**src/rtl/attr_pkg.sv**
```systemverilog
package attr_pkg;

    localparam int DATA_W = 8;
    localparam int IDX_W  = 5;

    typedef enum logic {
        PH_INDEX = 1'b0,
        PH_DATA  = 1'b1
    } phase_t;

    localparam logic [IDX_W-1:0] IDX_MODE  = 5'h10;
    localparam logic [IDX_W-1:0] IDX_BORD  = 5'h11;
    localparam logic [IDX_W-1:0] IDX_PLANE = 5'h12;
    localparam logic [IDX_W-1:0] IDX_PAN   = 5'h13;
    localparam logic [IDX_W-1:0] IDX_CSEL  = 5'h14;

endpackage

```
**src/rtl/attr_phase_fsm.sv**
```systemverilog
module attr_phase_fsm
    import attr_pkg::*;
(
    input  logic   clk,
    input  logic   rst_n,
    input  logic   wr_en,
    input  logic   flip_clr,
    output phase_t phase,
    output logic   idx_load,
    output logic   data_load
);

    phase_t phase_nx;

    // state register
    always_ff @(posedge clk or negedge rst_n) begin
        if (!rst_n) phase <= PH_INDEX;
        else        phase <= phase_nx;
    end

    // next state and decoded load strobes
    always_comb begin
        phase_nx  = phase;
        idx_load  = 1'b0;
        data_load = 1'b0;
        if (flip_clr) begin
            phase_nx = PH_INDEX;                 // CLEAR
        end else if (wr_en) begin
            unique case (phase)
                PH_INDEX: begin                  // LOAD_INDEX
                    idx_load = 1'b1;
                    phase_nx = PH_DATA;
                end
                PH_DATA: begin                   // LOAD_DATA
                    data_load = 1'b1;
                    phase_nx  = PH_INDEX;
                end
            endcase
        end
    end


    phase_alt_chk: assert property (@(posedge clk) disable iff (!rst_n)
        (wr_en && !flip_clr) |=> (phase != $past(phase)));


    phase_clr_chk: assert property (@(posedge clk) disable iff (!rst_n)
        flip_clr |=> (phase == PH_INDEX));

endmodule

```
**src/rtl/attr_regfile.sv**
```systemverilog
module attr_regfile
    import attr_pkg::*;
#(
    parameter int NUM_PAL = 16,
    parameter int PAL_W   = 6
) (
    input  logic                     clk,
    input  logic                     rst_n,
    input  logic                     idx_load,
    input  logic                     data_load,
    input  logic [DATA_W-1:0]        wr_data,
    output logic [IDX_W-1:0]         idx,
    output logic                     en_flag,
    output logic [NUM_PAL*PAL_W-1:0] pal_flat,
    output logic [DATA_W-1:0]        mode_q,
    output logic [DATA_W-1:0]        bord_q,
    output logic [3:0]               plane_q,
    output logic [DATA_W-1:0]        pan_q,
    output logic [DATA_W-1:0]        csel_q,
    output logic                     pal_refresh,
    output logic                     mode_chg,
    output logic [DATA_W-1:0]        rd_data
);

    localparam int               PI_W     = $clog2(NUM_PAL);
    localparam logic [IDX_W-1:0] PAL_LAST = IDX_W'(NUM_PAL - 1);

    logic [PAL_W-1:0] pal [NUM_PAL];
    logic             pal_hit;

    assign pal_hit = (idx <= PAL_LAST);

    // index and enable flag
    always_ff @(posedge clk or negedge rst_n) begin
        if (!rst_n) begin
            idx     <= '0;
            en_flag <= 1'b1;
        end else if (idx_load) begin
            idx     <= wr_data[IDX_W-1:0];
            en_flag <= wr_data[5];
        end
    end

    // palette entries, write-locked while the enable flag is set
    for (genvar g = 0; g < NUM_PAL; g++) begin : g_pal
        always_ff @(posedge clk or negedge rst_n) begin
            if (!rst_n)
                pal[g] <= '0;
            else if (data_load && !en_flag && idx == IDX_W'(g))
                pal[g] <= wr_data[PAL_W-1:0];
        end
        assign pal_flat[g*PAL_W +: PAL_W] = pal[g];
    end

    // control registers and change pulses
    always_ff @(posedge clk or negedge rst_n) begin
        if (!rst_n) begin
            mode_q      <= '0;
            bord_q      <= '0;
            plane_q     <= '0;
            pan_q       <= '0;
            csel_q      <= '0;
            pal_refresh <= 1'b0;
            mode_chg    <= 1'b0;
        end else begin
            pal_refresh <= 1'b0;
            mode_chg    <= 1'b0;
            if (data_load) begin
                unique case (idx)
                    IDX_MODE: begin
                        pal_refresh <= (wr_data[7] != mode_q[7]);
                        mode_chg    <= (wr_data[2] != mode_q[2]);
                        mode_q      <= wr_data;
                    end
                    IDX_BORD:  bord_q  <= wr_data;
                    IDX_PLANE: plane_q <= wr_data[3:0];
                    IDX_PAN:   pan_q   <= wr_data;
                    IDX_CSEL: begin
                        pal_refresh <= (wr_data != csel_q);
                        csel_q      <= wr_data;
                    end
                    default: ;
                endcase
            end
        end
    end

    // data read mux
    always_comb begin
        rd_data = '0;
        if (pal_hit) begin
            rd_data = {{(DATA_W-PAL_W){1'b0}}, pal[idx[PI_W-1:0]]};
        end else begin
            unique case (idx)
                IDX_MODE:  rd_data = mode_q;
                IDX_BORD:  rd_data = bord_q;
                IDX_PLANE: rd_data = {4'b0000, plane_q};
                IDX_PAN:   rd_data = pan_q;
                IDX_CSEL:  rd_data = csel_q;
                default:   rd_data = '0;
            endcase
        end
    end


    pal_lock_chk: assert property (@(posedge clk) disable iff (!rst_n)
        (data_load && pal_hit && en_flag) |=> $stable(pal_flat));


    refresh_cause_chk: assert property (@(posedge clk) disable iff (!rst_n)
        pal_refresh |-> ((mode_q[7] != $past(mode_q[7])) || (csel_q != $past(csel_q))));


    mode_chg_cause_chk: assert property (@(posedge clk) disable iff (!rst_n)
        mode_chg |-> (mode_q[2] != $past(mode_q[2])));


    unused_rd_zero_chk: assert property (@(posedge clk) disable iff (!rst_n)
        (idx > IDX_CSEL) |-> (rd_data == '0));

endmodule

```
**src/rtl/attr_pan_map.sv**
```systemverilog
module attr_pan_map
    import attr_pkg::*;
(
    input  logic [DATA_W-1:0] pan_raw,
    input  logic              text_mode,
    output logic [3:0]        pan_eff
);

    logic in_range;

    assign in_range = (pan_raw <= 8'd7);

    always_comb begin
        if (!in_range)     pan_eff = 4'd0;
        else if (text_mode) pan_eff = pan_raw[3:0] + 4'd1;
        else               pan_eff = pan_raw[3:0];
    end


    always_comb begin
        pan_range_chk: assert (pan_eff <= 4'd8);
    end

endmodule

```
**src/rtl/attr_regport.sv**
```systemverilog
module attr_regport
    import attr_pkg::*;
#(
    parameter int NUM_PAL = 16,
    parameter int PAL_W   = 6
) (
    input  logic                     clk,
    input  logic                     rst_n,
    input  logic                     text_mode,
    input  logic                     wr_en,
    input  logic [7:0]               wr_data,
    input  logic                     flip_clr,
    output logic [7:0]               stat_rd,
    output logic [7:0]               rd_data,
    output logic [NUM_PAL*PAL_W-1:0] pal_flat,
    output logic [7:0]               mode_ctrl,
    output logic [7:0]               overscan,
    output logic [3:0]               plane_en,
    output logic [3:0]               pan_eff,
    output logic [7:0]               color_sel,
    output logic                     blink_en,
    output logic                     pal_refresh,
    output logic                     mode_chg
);

    phase_t             phase;
    logic               idx_load;
    logic               data_load;
    logic [IDX_W-1:0]   idx;
    logic               en_flag;
    logic [DATA_W-1:0]  pan_raw;

    attr_phase_fsm u_fsm (
        .clk       (clk),
        .rst_n     (rst_n),
        .wr_en     (wr_en),
        .flip_clr  (flip_clr),
        .phase     (phase),
        .idx_load  (idx_load),
        .data_load (data_load)
    );

    attr_regfile #(.NUM_PAL(NUM_PAL), .PAL_W(PAL_W)) u_regs (
        .clk         (clk),
        .rst_n       (rst_n),
        .idx_load    (idx_load),
        .data_load   (data_load),
        .wr_data     (wr_data),
        .idx         (idx),
        .en_flag     (en_flag),
        .pal_flat    (pal_flat),
        .mode_q      (mode_ctrl),
        .bord_q      (overscan),
        .plane_q     (plane_en),
        .pan_q       (pan_raw),
        .csel_q      (color_sel),
        .pal_refresh (pal_refresh),
        .mode_chg    (mode_chg),
        .rd_data     (rd_data)
    );

    attr_pan_map u_pan (
        .pan_raw   (pan_raw),
        .text_mode (text_mode),
        .pan_eff   (pan_eff)
    );

    assign stat_rd  = {2'b00, en_flag, idx};
    assign blink_en = mode_ctrl[3];


    idx_capture_chk: assert property (@(posedge clk) disable iff (!rst_n)
        idx_load |=> (stat_rd[5:0] == $past(wr_data[5:0])));


    clr_blocks_write_chk: assert property (@(posedge clk) disable iff (!rst_n)
        (flip_clr && wr_en) |=> ($stable(stat_rd) && $stable(pal_flat) && $stable(mode_ctrl)));

endmodule

```
**config.mk**
```make
export PLATFORM = sky130hd
export DESIGN_NAME = attr_regport
export DESIGN_NICKNAME = d
export VERILOG_FILES = /design/src/rtl/attr_pkg.sv /design/src/rtl/attr_phase_fsm.sv /design/src/rtl/attr_regfile.sv /design/src/rtl/attr_pan_map.sv /design/src/rtl/attr_regport.sv
export SDC_FILE = /design/constraint.sdc
export NUM_CORES = 1
export LEC_CHECK = 0
export ABC_AREA = 1
export BUFFER_PORTS_ARGS = -buffer_cell sky130_fd_sc_hd__buf_2
export CORE_MARGIN = 2
export CORE_UTILIZATION = 55
export CTS_CLUSTER_DIAMETER = 100
export DETAILED_ROUTE_END_ITERATION = 8
export PLACE_DENSITY = 0.81
export SLEW_MARGIN = 20
export SYNTH_ARGS = -nofsm -noshare
export SYNTH_HDL_FRONTEND = slang
export SYNTH_HIERARCHICAL = 1
export SYNTH_SLANG_ARGS = --single-unit
```
**constraint.sdc**
```tcl
create_clock -name clk -period 3.5 [get_ports clk]
set_input_delay 0.525 -clock clk [delete_from_list [all_inputs] [get_ports clk]]
set_output_delay 0.525 -clock clk [all_outputs]
set_load 0.01 [all_outputs]
```
### Word-level counts from Yosys, hierarchy flattened

Cells that the tools add are included.

* register bits after elaboration: 141
* input port bits: 13
* output and inout port bits: 147

* add/subtract/negate cells: 1
* magnitude comparators: 3
* equal/unequal tests: 23
* muxes and demuxes: 20
* bitwise operators: 2
* reduce and logical (&&, ||, !) cells: 25

Operator list (number)
* $eq 5x4->1 const B: 8
* $pmux 8 s5: 1
* $eq 5x5->1 const B: 5
* $bmux 6 s4: 1
* $eq 5x3->1 const B: 4
* $logic_and 1x1->1: 17
* $mux 6: 2
* $mux 1: 11
* $eq 5x2->1 const B: 2
* $reduce_and 2->1: 5
* $le 8x3->1 const B: 1
* $mux 4: 2
* $mux 8: 1
* $ne 8x8->1: 1
* $eq 5x1->1 const B: 1
* $ge 5x5->1 const B: 1
* $le 5x4->1 const B: 1
* $logic_not 5->1: 1
* $not 4->5: 1
* $add 4x1->4 const B: 1
* $pmux 1 s2: 2
* $ne 1x1->1: 2
* $reduce_bool 2->1: 1
* $logic_not 1->1: 1
* $not 1->1: 1

### Longest topological paths before layout

* depth after elaboration: 5
* gate-level depth with buffers: 11
* depth with buffers taken out: 9

### Hierarchy

Netlist, hierarchy kept.

Modules (own cells, without submodules)
* attr_regfile: instances 1, cells an instance 860, area an instance 6597.6 um2, seq. area each 3504.6 um2
* attr_pan_map: instances 1, cells an instance 19, area an instance 96.3 um2, seq. area each 0.0 um2
* attr_phase_fsm: instances 1, cells an instance 10, area an instance 60.1 um2, seq. area each 25.0 um2
* attr_regport: instances 1, cells an instance 5, area an instance 33.8 um2, seq. area each 0.0 um2

### Worst setup path before layout

Ideal clock, no wire load.

* path type: in2reg
* start point: input flip_clr
* end point: register u_regs.pal (netlist bit u_regs/pal_flat[56])
* data arrival time: 1.888 ns
* required time: 3.365 ns
* path slack: 1.476 ns
* cell stages on the path: 9
* path buffers: 1
* path through: inv_1 nand2_1 nor2_1 nand2_2 nor3_2 nand2_1 clkbuf_1 nand2_1 o21ai_0

* longest elaborated chain between the ends: 3

Ends and longest elaborated chain
* from (decl): line attr_regport.sv:12 `input logic flip_clr,`
* $mux 1: line attr_phase_fsm.sv:26 `if (flip_clr) begin`
* via data_load: line attr_regport.sv:28 `logic data_load;`
* $logic_and 1x1->1 (2 in a row): line attr_regfile.sv:49 `else if (data_load && !en_flag && idx == IDX_W'(g))`
* to (signal, indexed assignment): line attr_regfile.sv:50 `pal[g] <= wr_data[PAL_W-1:0];`
* to (decl): line attr_regfile.sv:28 `logic [PAL_W-1:0] pal [NUM_PAL];`

The timed path passes the listed nets, and every way through them passes these cells.
A chain may end at the register's enable or synchronous reset.

### Worst setup path in the final report

* start point: register u_regs.idx[0]
* end point: output rd_data[1]

* longest elaborated chain between the ends: 5
* elaborated cells on any way between the ends: 12
* those cells by class: 1 x order compare; 5 x eq/ne; 5 x mux; 1 x bitwise

Ends and longest elaborated chain
* from (decl): line attr_regfile.sv:12 `output logic [IDX_W-1:0] idx,`
* from (signal assigned): line attr_regfile.sv:39 `idx <= wr_data[IDX_W-1:0];`
* $not 4->5 (not written as such): line attr_regfile.sv:92 `rd_data = {{(DATA_W-PAL_W){1'b0}}, pal[idx[PI_W-1:0]]};`
* $bmux 6 s4: line attr_regfile.sv:92
* $mux 6 (not written as such) (2 in a row): line attr_regfile.sv:92
* $mux 8 (*): line attr_regfile.sv:91 `if (pal_hit) begin`
* to (decl): line attr_regport.sv:14 `output logic [7:0] rd_data,`

Every way passes the cells marked *; elsewhere a longest branch is shown, timed or not. The select of a mux whose other input is x is not followed.

==> out/results.md <==
| Parameter | This run |
|---|---|
| Vias per Instance | 5.56 |
| Library cell with the highest instance count after synthesis | sky130_fd_sc_hd__nand2_1 |
| Clock transition at the registers of the reported paths | 0.06 ns |
| Drt initial violations | 736 |
| Ys flop type | sky130_fd_sc_hd__dfrtp_1 |
| Count of distinct cell types in the synthesized netlist | 29 |
| Setup Total Neg Slack | 0 ns |
| CP Launch Type | flip-flop |
| Synth warn | 6 |
| Unrepaired setup endpoints after global routing | no |
| Final Util | 0.680 |
| Cell Int Power | 3.17 mW |
| Post-synthesis instance area | 6790 um^2 |
| Period minus WS final | 3.10 ns |
| Clk network pwr share | 0.400 |
| Static leakage | 4.61 nW |
| GR Util All Layers | 0.317 |
| IR Drop Worst-Case VDD | 0.000303 V |
| Global-route wire length before repair | 31800 um |
| Vias post-DR | 6595 |
| Slew margin rel. | 0.319 |
| Final number of hold-violating endpoints | 0 |
| Final Cycle Share | 0.886 |
| Asr flop ratio synth | 1.00 |
| Post CTS Setup Buffer Count | 0 |
| Capturing element type of the critical path | output pin |
| Critical register-to-register path startpoint | u_regs/idx[0] |
| Status | completed |
| Worst Max-Slew Pin Slew | 1.02 ns |
| Count of nets after finishing | 1040 |
| Final slew viol count | 0 |
| Reg area | 3530 um^2 |
| Number of gates resized after CTS | 0 |
| CP arrival | 2.58 ns |
| Average wire per standard cell | 17.1 um |
| Initial core utilization | 0.565 |
| Wirelength, routed | 20300 um |
| Slack of the worst reg-to-reg path | 1.19 ns |
| Initial antenna violation count | 0 |
| Antenna diodes | 0 |
| DPL Wire Length | 13700 um |
| Number of sinks on the clock net | 141 |
| Overflow left after global routing | 0 |
| Largest cells by area after synthesis | sky130_fd_sc_hd__dfrtp_1, sky130_fd_sc_hd__nand2_1, sky130_fd_sc_hd__o21ai_0 |
| Number of placement rows | 40 |
| Clock tree from TritonCTS | yes |
| RR Endpoint | u_regs/pal_flat[2] |
| Required time of the critical path | 2.97 ns |
| Final routed DRC violation total | 0 |
| Average cell area after synthesis | 7.59 um^2 |
| List of most frequent post-synthesis cells | sky130_fd_sc_hd__nand2_1, sky130_fd_sc_hd__dfrtp_1, sky130_fd_sc_hd__o21ai_0 |
| Fraction of post-synthesis cell area in the top cell type by area | 0.516 |
| Max-cap violations | 0 |
| Count of H-tree levels built during CTS | 4 |
| Die ar. | 13200 um^2 |
| Die span in x | 115 um |
| Power share of the sequential group | 0.430 |
| EDFF count, synth | 0 |
| Num ports | 160 |
| Fillers | 1034 |
| Number of cells on the worst reg-to-reg path | 7 |
| Comb power frac | 0.169 |
| Number of endpoints failing setup at the final stage | 0 |
| Insertion delay of the later-clocked pin in the worst-skew pair | 0.42 ns |
| Switching power | 1.34 mW |
| Area occupied by multi-input gates | 2920 um^2 |
| Switching fraction of total power | 0.297 |
| Sequential area share after synthesis | 0.520 |
| Cell Pwr Density | 552 nW/um^2 |
| Number of routed nets with antenna violations | 0 |
| Chip Height | 115 um |
| Pin count of the biggest net entering global routing | 81 |
| Longest Clk Path Bufs | 2 |
| CTS Root Buffer Type | sky130_fd_sc_hd__clkbuf_16 |
| Mapped Cells | 894 |
| Core outline area | 12000 um^2 |
| Signed area change from the synthesized netlist to the final layout | 20.4% |
| Post-synthesis register bit count | 141 |
| Worst clock skew | 0.00976 ns |
| Quantity of I/O buffers inserted on ports | 157 |
| Cell accounting for the most synthesized area | sky130_fd_sc_hd__dfrtp_1 |
| Maximum fanout along the worst path | 18 |
| Type of the worst setup path | flip-flop to output pin |
| Inserted Clock Buffers | 17 |
| First-pass iteration count of the detailed router | 6 |
| Number of hold buffers added after cts | 0 |
| Timing-limited maximum frequency | 323 MHz |
| Number of global-route vias before repair | 6021 |
| Type of the tightest min-delay check | input pin to async pin |
| Share of post-route cells with drive strength above 1 | 0.206 |
| Gpl congestion | 0.884 |
==> sequential cells by signal (all words and copies together), names as in the netlist <==
signal and flops:
u_fsm/phase 1, u_regs/bord_q 8, u_regs/csel_q 8, u_regs/en_flag 1, u_regs/idx 5, u_regs/mode_chg 1
u_regs/mode_q 8, u_regs/pal_flat 96, u_regs/pal_refresh 1, u_regs/pan_q 8, u_regs/plane_q 4
==> final cells by class <==
cell class / count / share of cell area
Clock buffer: 27 / 0.0628
Clock inverter: 5 / 0.00965
Inverter: 22 / 0.0101
Multi-Input combinational cell: 679 / 0.357
Sequential cell: 141 / 0.432
Tap cell: 147 / 0.0225
Timing Repair Buffer: 165 / 0.106
==> per-stage QoR <==
step	cell area (um^2)	setup slack, ns	std cells	hold slack (ns)	power, mW
4_1_cts	8170	0.430	1186	0.0838	4.52
3_3_place_gp	7580	0.898	1154	0.465	2.71
6_report	8170	0.400	1186	0.0755	4.51
3_5_place_dp	7580	0.907	1154	0.476	2.72
2_1_floorplan	6790	1.48	895	0.229	2.37
5_1_grt	8170	0.227	1186	0.127	4.69
==> per-layer routing <==
| layer | share of wire | up-vias | GRT usage |
|---|---|---|---|
| met5 | 0 | - | 0 |
| met4 | 0.032 | 0 | 0.137 |
| met3 | 0.084 | 61 | 0.0675 |
| met2 | 0.47 | 349 | 0.495 |
| met1 | 0.41 | 3101 | 0.433 |
| li1 | - | 3084 | - |
==> cell families after synthesis <==
group / count (synthesis) / share of synthesized area
flops: 141 / 0.520
simple gates: 518 / 0.300
fa+ha+maj: 1 / 0.00184
compound gates: 147 / 0.113
buf+inv: 75 / 0.0505
other cells: 1 / 0.000552
xor+xnor: 11 / 0.0142
==> worst max-delay path, cell delays in order (launching register included) <==
cell and delay, ns:
sky130_fd_sc_hd__dfrtp_1 0.58, sky130_fd_sc_hd__clkinv_1 0.14, sky130_fd_sc_hd__buf_4 0.25, sky130_fd_sc_hd__nand2_1 0.17
sky130_fd_sc_hd__nor2_2 0.51, sky130_fd_sc_hd__nand2_1 0.10, sky130_fd_sc_hd__nand2_1 0.09, sky130_fd_sc_hd__nor2_1 0.07
sky130_fd_sc_hd__nand2_1 0.10, sky130_fd_sc_hd__buf_2 0.14
==> placed cells by master, fill, tap and decap left out, drive strengths merged, types with 4 or more instances in the layout <==
master	synthesis	routed
nand2	471	471
nand3	9	9
nor2	30	30
buf	23	165
clkinv	2	5
nand4	4	4
o21ai	143	143
dfrtp	140	140
xor2	9	9
clkbuf	30	27
inv	20	20
==> worst max path at each step <==
stage | from | end | slack [ns] | cells after the start
4_1_cts | u_regs/idx[0] | rd_data[4] | 0.43 | 9
3_5_place_dp | u_regs/idx[0] | rd_data[4] | 0.91 | 9
2_1_floorplan | flip_clr | u_regs/pal_flat[56] | 1.48 | 9
3_3_place_gp | u_regs/idx[0] | rd_data[4] | 0.90 | 9
6_report | u_regs/idx[0] | rd_data[1] | 0.40 | 9
5_1_grt | u_regs/idx[0] | rd_data[5] | 0.23 | 11
==> power by group through the flow <==
stage / logic, mW / registers, mW / clock network, mW
CTS: 0.759 / 1.94 / 1.82
finish: 0.763 / 1.94 / 1.81
global route: 0.851 / 1.96 / 1.89
floorplan: 0.387 / 1.98 / 0
detailed placement: 0.754 / 1.97 / 0
global placement: 0.741 / 1.97 / 0
Power figures use the tool's default switching activity.
